File: src/rtl/fifo_trig_gen.sv
module fifo_trig_gen #(
  parameter int DEPTH = 16
) (
  input  logic                       clk,
  input  logic                       rst_n,
  input  logic                       fifo_on,
  input  logic [1:0]                 tx_sel,
  input  logic [1:0]                 rx_sel,
  input  logic [$clog2(DEPTH):0]     tx_level,
  input  logic [$clog2(DEPTH):0]     rx_level,
  output logic                       tx_req,
  output logic                       rx_req
);

  localparam int CW = $clog2(DEPTH) + 1;
  localparam logic [CW-1:0] FULL = CW'(DEPTH);
  localparam logic [CW-1:0] HALF = CW'(DEPTH / 2);

  logic [CW-1:0] tx_free;
  logic          tx_hit, rx_hit;

  assign tx_free = FULL - tx_level;

  always_comb begin
    if (!fifo_on) begin
      tx_hit = (tx_level == '0);
      rx_hit = (rx_level != '0);
    end else begin
      unique case (tx_sel)
        2'd1:    tx_hit = (tx_free >= HALF);
        2'd2:    tx_hit = (tx_level == '0);
        default: tx_hit = (tx_level < FULL);
      endcase
      unique case (rx_sel)
        2'd1:    rx_hit = (rx_level >= HALF);
        2'd2:    rx_hit = (rx_level == FULL);
        default: rx_hit = (rx_level != '0);
      endcase
    end
  end

  always_ff @(posedge clk or negedge rst_n) begin
    if (!rst_n) begin
      tx_req <= 1'b0;
      rx_req <= 1'b0;
    end else begin
      tx_req <= tx_hit;
      rx_req <= rx_hit;
    end
  end


  tx_full_quiet_chk: assert property (@(posedge clk) disable iff (!rst_n)
    (fifo_on && tx_level == FULL) |=> !tx_req);


  tx_empty_fires_chk: assert property (@(posedge clk) disable iff (!rst_n)
    (tx_level == '0) |=> tx_req);


  rx_empty_quiet_chk: assert property (@(posedge clk) disable iff (!rst_n)
    (rx_level == '0) |=> !rx_req);


  rx_full_fires_chk: assert property (@(posedge clk) disable iff (!rst_n)
    (fifo_on && rx_level == FULL) |=> rx_req);


  single_reg_rx_chk: assert property (@(posedge clk) disable iff (!rst_n)
    (!fifo_on && rx_level != '0) |=> rx_req);

endmodule

File: config.mk
export PLATFORM = sky130hd
export DESIGN_NAME = fifo_trig_gen
export DESIGN_NICKNAME = d
export VERILOG_FILES = /design/src/rtl/fifo_trig_gen.sv
export SDC_FILE = /design/constraint.sdc
export NUM_CORES = 1
export LEC_CHECK = 0
export BUFFER_PORTS_ARGS = -buffer_cell sky130_fd_sc_hd__clkbuf_2
export CAP_MARGIN = 40
export CORE_AREA = 2 2 39 41
export CTS_BUF_LIST = sky130_fd_sc_hd__clkbuf_2 sky130_fd_sc_hd__clkbuf_4 sky130_fd_sc_hd__clkbuf_8
export CTS_CLUSTER_SIZE = 16
export DETAILED_ROUTE_END_ITERATION = 12
export DIE_AREA = 0 0 41 43
export SLEW_MARGIN = 20
export SYNTH_ARGS = -nofsm -noshare
export SYNTH_HDL_FRONTEND = slang
export SYNTH_SLANG_ARGS = --single-unit
File: constraint.sdc
create_clock -name clk -period 0.8 [get_ports clk]
set_clock_uncertainty 0.15 [all_clocks]
set_input_delay 0.08 -clock clk [delete_from_list [all_inputs] [get_ports clk]]
set_output_delay 0.08 -clock clk [all_outputs]
set_load 0.005 [all_outputs]
==> results of run 1 <==
==> stage by stage <==
step | util, % | hold slack [ns]
detailed placement | 35.62 | -0.2840
floorplan | - | -0.3656
global placement | 35.62 | -0.2820
finish | 41.14 | -0.03965
global route | 41.14 | -0.03712
CTS | 40.60 | -0.04740
==> Yosys cell counts, drive strengths merged <==
library cell	number	share of area, %
a2111o	1	4.1
nor4	2	4.5
dfrtp	2	18
ha	6	27
mux2i	2	7.2
nor3	1	3.6
inv	6	8.1
or4b	1	3.6
a21boi	1	2.7
nor2	2	2.7
nand2b	2	4.5
nand3b	2	5.4
and3b	1	3.2
a21oi	1	1.8
o21ai	2	3.6
==> how the worst max path moves through the flow <==
stage / start / endpoint / slack [ns] / cells past startpoint
2_1_floorplan: tx_level[2] / tx_req$_DFF_PN0_ / -0.54 / 5
3_3_place_gp: tx_level[2] / tx_req$_DFF_PN0_ / -0.72 / 6
3_5_place_dp: tx_level[2] / tx_req$_DFF_PN0_ / -0.75 / 6
4_1_cts: tx_level[1] / tx_req$_DFF_PN0_ / -0.50 / 6
5_1_grt: tx_level[1] / tx_req$_DFF_PN0_ / -0.51 / 6
6_report: tx_level[1] / tx_req$_DFF_PN0_ / -0.47 / 6
==> power by group through the flow <==
stage | Clock [mW] | Sequential, mW | Combinational [mW]
detailed placement | 0 | 0.117 | 0.184
global route | 0.245 | 0.117 | 0.231
floorplan | 0 | 0.119 | 0.0684
finish | 0.225 | 0.116 | 0.208
global placement | 0 | 0.117 | 0.180
CTS | 0.236 | 0.116 | 0.207
==> registers in the layout, summed over array words and instances (netlist names) <==
signal and count:
rx_req 1, tx_req 1
==> cell families after synthesis <==
logic type / after synthesis
buf+inv: 6
compound gates: 5
flops: 2
fa+ha+maj: 6
simple gates: 11
mux: 2
==> final cells by class <==
| class | count | area [sq um] |
|---|---|---|
| Fill cell | 147 | 814.5 |
| Multi-Input combinational cell | 24 | 249.0 |
| Timing Repair Buffer | 28 | 197.7 |
| Sequential cell | 2 | 50.05 |
| Inverter | 6 | 30.03 |
| Clock buffer | 3 | 22.52 |
| Tap cell | 16 | 20.02 |
==> critical path, cell delays in order <==
cell                       delay, ns
sky130_fd_sc_hd__buf_8          0.10
sky130_fd_sc_hd__nor4_4         0.29
sky130_fd_sc_hd__ha_2           0.20
sky130_fd_sc_hd__nand3b_1       0.12
sky130_fd_sc_hd__mux2i_1        0.08
sky130_fd_sc_hd__a2111o_1       0.36
==> metal layers <==
metal | track usage [%] | vias up | wire, um
li1 | - | 175 | -
met1 | 8.280 | 161 | 283
met2 | 16.88 | 16 | 362
met3 | 4.712 | 0 | 65
met4 | 6.000 | 0 | 0
met5 | 0 | - | 0
==> what timing repair did <==
| action | CTS | global route |
|---|---|---|
| endpoints found under the setup margin | 4 | 4 |
| pin swaps | 3 | 0 |
| gates resized for setup | 4 | 2 |
| endpoints found under the hold margin | 3 | 1 |
| setup buffers | 1 | 0 |
==> run_results.csv, run 1 <==
group,metric,value,unit
timing,timing.final.hold_violations,1,
clock_tree,cts-buffers-inserted,3,
floorplanning,design.portCount,19,
yosys,synth_adder_area_share,27.03,%
routing,route.vias.total,352,
power,cell_internal_pwr,0.4051,mW
power,switching_share,26.28,%
clock_tree,max_buffers_root_to_sink,2,
floorplanning,coreArea,1384,sq um
placement,pre_cts_ws,-0.7498,ns
floorplanning,floorplan.die_area,1763,sq um
critical_path,timing.setup.critical_path_class,"primary input to register",
routing,antenna_violating_nets_post_route,0,
layout,layout.cells.most_common,"sky130_fd_sc_hd__clkbuf_2",
yosys,postSynthAreaPerCell,8.680,sq um
power,switchingPower,0.1444,mW
power,vdd_ir_drop_max,467.7,uV
critical_path,timing.critical_path.from_type,"primary input",
routing,detailedRoute.firstIterationViolations,6,
clock_tree,cts.sinks,2,
yosys,synthCells,32,
placement,postPlaceCellArea,493.0,sq um
yosys,yosysWarnings,0,
power,static-leakage-power,0.3035,nW
timing,timing_worst_slew_pin_value,0.2390,ns
timing,setup_ws,-0.4736,ns
critical_path,worstPathRequired,0.75,ns
floorplanning,initial_utilization,20.07,%
yosys,synth_seq_area_share,18.02,%
placement,dpl_cells,74,
worst_hold_path,hold_end,"rx_req$_DFF_PN0_",
routing,viasPerCell,4.456,
grt,grt_first_pass_wirelength,1.152,mm
yosys,ys_seq_elements,2,
layout,finish.net_count,88,
yosys,synth_compound_gate_area_share,12.16,%
layout,final_layout_size_suffix_gt1_share,58.73,%
layout,antenna_cells_inserted,0,
yosys,synth_nets,55,
power,design_power_total,0.5495,mW
worst_hold_path,worstHoldStart,"rx_level[4]",
clock_tree,cts_htree_levels,1,
timing,final.setup.tns,-0.7337,ns
placement,dpl.hpwl,599.4,um
timing,period_minus_slack,1.274,ns
grt,globalRoute.totalOverflow,0,
worst_hold_path,type_of_the_worst_min_delay_path,"primary input to register",
yosys,share_of_synthesized_area_spent_on_multiplexers,7.207,%
layout,post-route-cell-area,569.3,sq um
placement,buffer_ports.inserted,18,
yosys,share_of_synthesized_cell_area_in_and_or_nand_and_nor_gates,27.48,%
layout,instances_no_fill,79,
power,comb_power_share,37.9,%
outcome,outcome,"complete, but fails checks",
flow_run,cap_viol_max_count,0,
power,power.density_cell_area,965.2,nW/um^2
worst_hold_path,hold_depth,3,
power,power.clock.fraction,41.0,%
floorplanning,row_cnt,14,
timing,finalHoldWorstSlack,-0.03965,ns
grt,via_count_of_the_first_global_routing_pass,363,
yosys,post_synth_xor_area_fraction,0,%
layout,area.growth.synth_to_final,105.0,%
floorplanning,die_span_in_y,43,um
timing,max_slew_margin,83.93,%
outcome,failed_checks,"hold timing, setup timing",
yosys,largest_family_of_logic_cells_by_synthesized_area,"simple AND/OR/NAND/NOR gates",
routing,detail_route.wirelength,711,um
routing,drt-wirelength-per-cell,9.000,um
grt,grt_max_degree,5,
clock_tree,ctsHoldBuffers,1,
grt,grt.total_usage,9.810,%
timing,min_period_over_period,159.2,%
power,sequential_power_share,21.1,%
yosys,mappedNetlistArea,277.8,sq um
timing,maximum_frequency_from_static_timing_analysis,785.2,MHz
layout,commonest_cells_after_routing_fill_and_taps_aside,"sky130_fd_sc_hd__clkbuf_2 (16), sky130_fd_sc_hd__buf_4 (9), sky130_fd_sc_hd__inv_1 (5)",
timing,rsz0062_at_grt,"true",
clock_tree,clk_root_buffer_cell,"sky130_fd_sc_hd__clkbuf_4",
critical_path,wp_data_arrival,1.22,ns
grt,number_of_antenna_violations_at_the_first_check_in_global_routing,0,
critical_path,cp-end-kind,"register",
clock_tree,tritoncts,"yes",
routing,drcViolationCount,0,
timing,finalMaxSlewViolations,0,
placement,gpl.final_weighted_congestion,0.7037,
clock_tree,cts.clk_slew.worst_paths,0.03,ns
routing,firstDrtPassIters,4,
timing,finalSetupViolCount,4,
floorplanning,die_w,41,um
yosys,distinct_cell_type_count_after_synthesis,15,
critical_path,worst-path-max-fanout,2,
(Power assumes the default switching activity.)
==> inputs of run 2 (changes only) <==
ABC_AREA = 1   (was unset)
CTS_CLUSTER_SIZE = 28   (was 16)
PLACE_DENSITY_LB_ADDON = 0.25   (was unset)
==> run 2 against run 1 <==
Wire length fell by 18%. Power fell by 7.2%. Flip-flop and latch count did not move. Sequential share of layout area rose by 0.85 points. Maximum frequency rose by 38%. The flow still finishes with violations (hold timing, setup timing). Die area did not move. Highest routed layer unchanged. Final area fell by 8.8%. Hold slack improved by 0.038 ns. Non-clock buffer count fell by 3.
==> run_results.csv, run 2 <==
group,metric,value,unit
timing,finalMaxSlewViolations,0,
placement,gpl.final_weighted_congestion,0.7071,
yosys,postSynthAreaPerCell,6.431,sq um
grt,grt.total_usage,7.892,%
routing,antenna_violating_nets_post_route,0,
critical_path,wp_data_arrival,0.93,ns
yosys,yosysWarnings,0,
layout,antenna_cells_inserted,0,
layout,largestRegisters,"rx_req (1), tx_req (1)",
critical_path,cp-end-kind,"register",
clock_tree,cts-buffers-inserted,3,
power,static-leakage-power,0.2968,nW
routing,drt-wirelength-per-cell,6.678,um
placement,dpl_cells,83,
yosys,share_of_synthesized_cell_area_in_and_or_nand_and_nor_gates,33.94,%
yosys,largest_family_of_logic_cells_by_synthesized_area,"simple AND/OR/NAND/NOR gates",
power,sequential_power_share,22.0,%
critical_path,cp_cell_sequence,"clkbuf_2, nor2_4, nand2_2, nor2_4, ha_4, nand3_2, nand2_1, nand2_1, nand2_1, nand2_1",
yosys,largest_cells_by_area_after_synthesis,"sky130_fd_sc_hd__ha_1 (27%), sky130_fd_sc_hd__dfrtp_1 (18%), sky130_fd_sc_hd__inv_1 (14%), sky130_fd_sc_hd__nand2_1 (14%), sky130_fd_sc_hd__nor2_1 (8.1%)",
timing,period_minus_slack,0.9212,ns
critical_path,timing.critical_path.from_type,"primary input",
yosys,number_of_synthesized_flops_with_an_enable_pin,0,
power,power.clock.fraction,43.0,%
critical_path,worst-path-max-fanout,2,
yosys,post-synth-top-area-fraction,27.15,%
clock_tree,cts.clk_slew.worst_paths,0.03,ns
yosys,synth_ff_type,"sky130_fd_sc_hd__dfrtp_1",
yosys,share_of_synthesized_area_spent_on_multiplexers,0,%
yosys,mappedNetlistArea,276.5,sq um
floorplanning,die_span_in_y,43,um
flow_run,cap_viol_max_count,0,
worst_hold_path,type_of_the_worst_min_delay_path,"primary input to register",
routing,detail_route.wirelength,581,um
grt,grt_first_pass_wirelength,966,um
power,switching_share,27.33,%
routing,drcViolationCount,0,
routing,route.vias.total,332,
grt,number_of_antenna_violations_at_the_first_check_in_global_routing,0,
layout,finish.net_count,96,
clock_tree,cts_htree_levels,1,
yosys,ys_async_sr_fraction,100.0,%
critical_path,timing.setup.critical_path_class,"primary input to register",
critical_path,worstPathRequired,0.81,ns
clock_tree,cts.sinks,2,
critical_path,crit_path_top_delay_cell,"sky130_fd_sc_hd__ha_4",
floorplanning,initial_utilization,19.98,%
timing,rsz0062_at_grt,"true",
routing,firstDrtPassIters,2,
critical_path,crit_path_frequent_cell,"sky130_fd_sc_hd__nand2_1",
yosys,distinct_cell_type_count_after_synthesis,13,
yosys,synth_nets,66,
critical_path,critical-path-max-stage-delay,0.21,ns
layout,layout.cells.most_common,"sky130_fd_sc_hd__clkbuf_2",
routing,viasPerCell,3.816,
timing,finalHoldWorstSlack,-0.002040,ns
worst_hold_path,hold_depth,4,
power,cell_internal_pwr,0.3705,mW
power,switchingPower,0.1394,mW
timing,maximum_frequency_from_static_timing_analysis,1086,MHz
power,comb_power_share,35.0,%
grt,globalRoute.totalOverflow,0,
layout,fillerInstances,156,
floorplanning,floorplan.die_area,1763,sq um
placement,dpl.hpwl,533.8,um
grt,grt_max_degree,4,
timing,timing_worst_slew_pin_value,0.1523,ns
clock_tree,max_buffers_root_to_sink,2,
floorplanning,coreArea,1384,sq um
timing,min_period_over_period,115.2,%
layout,instances_no_fill,87,
yosys,synth_compound_gate_area_share,7.240,%
outcome,outcome,"complete, but fails checks",
yosys,post-synth-top-area-cell,"sky130_fd_sc_hd__ha_1",
yosys,synth_seq_area_share,18.10,%
timing,setup_ws,-0.1212,ns
layout,commonest_cells_after_routing_fill_and_taps_aside,"sky130_fd_sc_hd__clkbuf_2 (17), sky130_fd_sc_hd__nand2_1 (10), sky130_fd_sc_hd__inv_1 (9)",
placement,buffer_ports.inserted,18,
yosys,synth_adder_area_share,27.15,%
clock_tree,clk_root_buffer_cell,"sky130_fd_sc_hd__clkbuf_4",
timing,max_slew_margin,89.77,%
floorplanning,die_w,41,um
yosys,synth_commonest_cells,"sky130_fd_sc_hd__inv_1 (10), sky130_fd_sc_hd__nand2_1 (10), sky130_fd_sc_hd__ha_1 (6), sky130_fd_sc_hd__nor2_1 (6)",
yosys,post_synth_xor_area_fraction,0,%
floorplanning,design.portCount,19,
outcome,failed_checks,"hold timing, setup timing",
routing,detailedRoute.firstIterationViolations,2,
yosys,synthCells,43,
layout,final_layout_size_suffix_gt1_share,50.70,%
power,vdd_ir_drop_max,248.8,uV
grt,via_count_of_the_first_global_routing_pass,304,
timing,timing.final.hold_violations,1,
timing,finalSetupViolCount,3,
power,power.density_cell_area,982.0,nW/um^2
clock_tree,tritoncts,"yes",
layout,area.growth.synth_to_final,87.78,%
floorplanning,row_cnt,14,
clock_tree,postCtsSetupRepairBufs,0,
yosys,ys_seq_elements,2,
-- run 2: cell types whose count changed after synthesis, sizes merged, moves of 2 or more --
cell	change
nand2b	-2
nand3	+2
nand2	+11
nor2	+5
inv	+4
nand3b	-2
mux2i	-2
nor4	-2
-- run 2: routing by layer --
layer	track usage, %	part of all wire (%)	vias to the layer above
li1	-	-	188
met1	8.544	42	134
met2	12.19	49	10
met3	0.5236	9.1	0
met4	8.000	0	0
met5	0	0	-
-- run 2: metrics by stage --
stage | instance area [sq um] | setup WS [ns] | setup TNS (ns) | util [%] | total power, mW
6_report | 519.2 | -0.1212 | -0.3204 | 37.52 | 0.5099
5_1_grt | 519.2 | -0.2195 | -0.5053 | 37.52 | 0.5545
4_1_cts | 496.7 | -0.1557 | -0.3834 | 35.90 | 0.5220
3_5_place_dp | 461.7 | -0.4183 | -0.6871 | 33.36 | 0.2816
3_3_place_gp | 461.7 | -0.3847 | -0.6426 | 33.36 | 0.2794
2_1_floorplan | 306.5 | -0.2384 | -0.2922 | - | 0.1849
-- run 2: cell families (layout without fill, tap and decap cells) --
family / Yosys count / in the layout
DFF: 2 / 2
AOI/OAI and AO/OA: 3 / 3
adders and majority gates: 6 / 6
buffers and inverters: 10 / 38
and+or+nand+nor: 22 / 22
-- run 2: what timing repair did --
action                                 CTS  global route
pin swaps                                3             0
resized for setup                        1             3
setup endpoints to repair                4             3
endpoints found under the hold margin    3             0
hold buffers                             1             0
-- run 2: final timing paths --
| kind | slack, ns | to | startpoint |
|---|---|---|---|
| setup / recovery | -0.12 | tx_req$_DFF_PN0_ | tx_level[1] |
| hold / removal | -0.002 | rx_req$_DFF_PN0_ | rx_level[0] |
| max in group asynchronous | 0.38 | tx_req$_DFF_PN0_ | rst_n |
| min in group asynchronous | 0.03 | rx_req$_DFF_PN0_ | rst_n |
-- run 2: cell type report --
class                           instances  area [sq um]  area share (%)
Sequential cell                         2         50.05           9.639
Tap cell                               16         20.02           3.855
Timing Repair Buffer                   25         147.6           28.43
Multi-Input combinational cell         31         234.0           45.06
Inverter                               10         45.04           8.675
Clock buffer                            3         22.52           4.337
-- run 2: worst max-delay path, delay by kind of cell --
family                   cells  cell delay (ns)
adder cells (fa/ha/maj)      1             0.21
buffers and inverters        1             0.10
AND/OR/NAND/NOR              8             0.56
-- run 2: power groups by stage --
stage	clock network [mW]	registers (mW)	logic, mW
after detailed placement	0	0.113	0.168
after global routing	0.234	0.114	0.207
after global placement	0	0.113	0.166
after floorplan	0	0.115	0.0702
after CTS	0.236	0.112	0.174
final	0.219	0.112	0.178
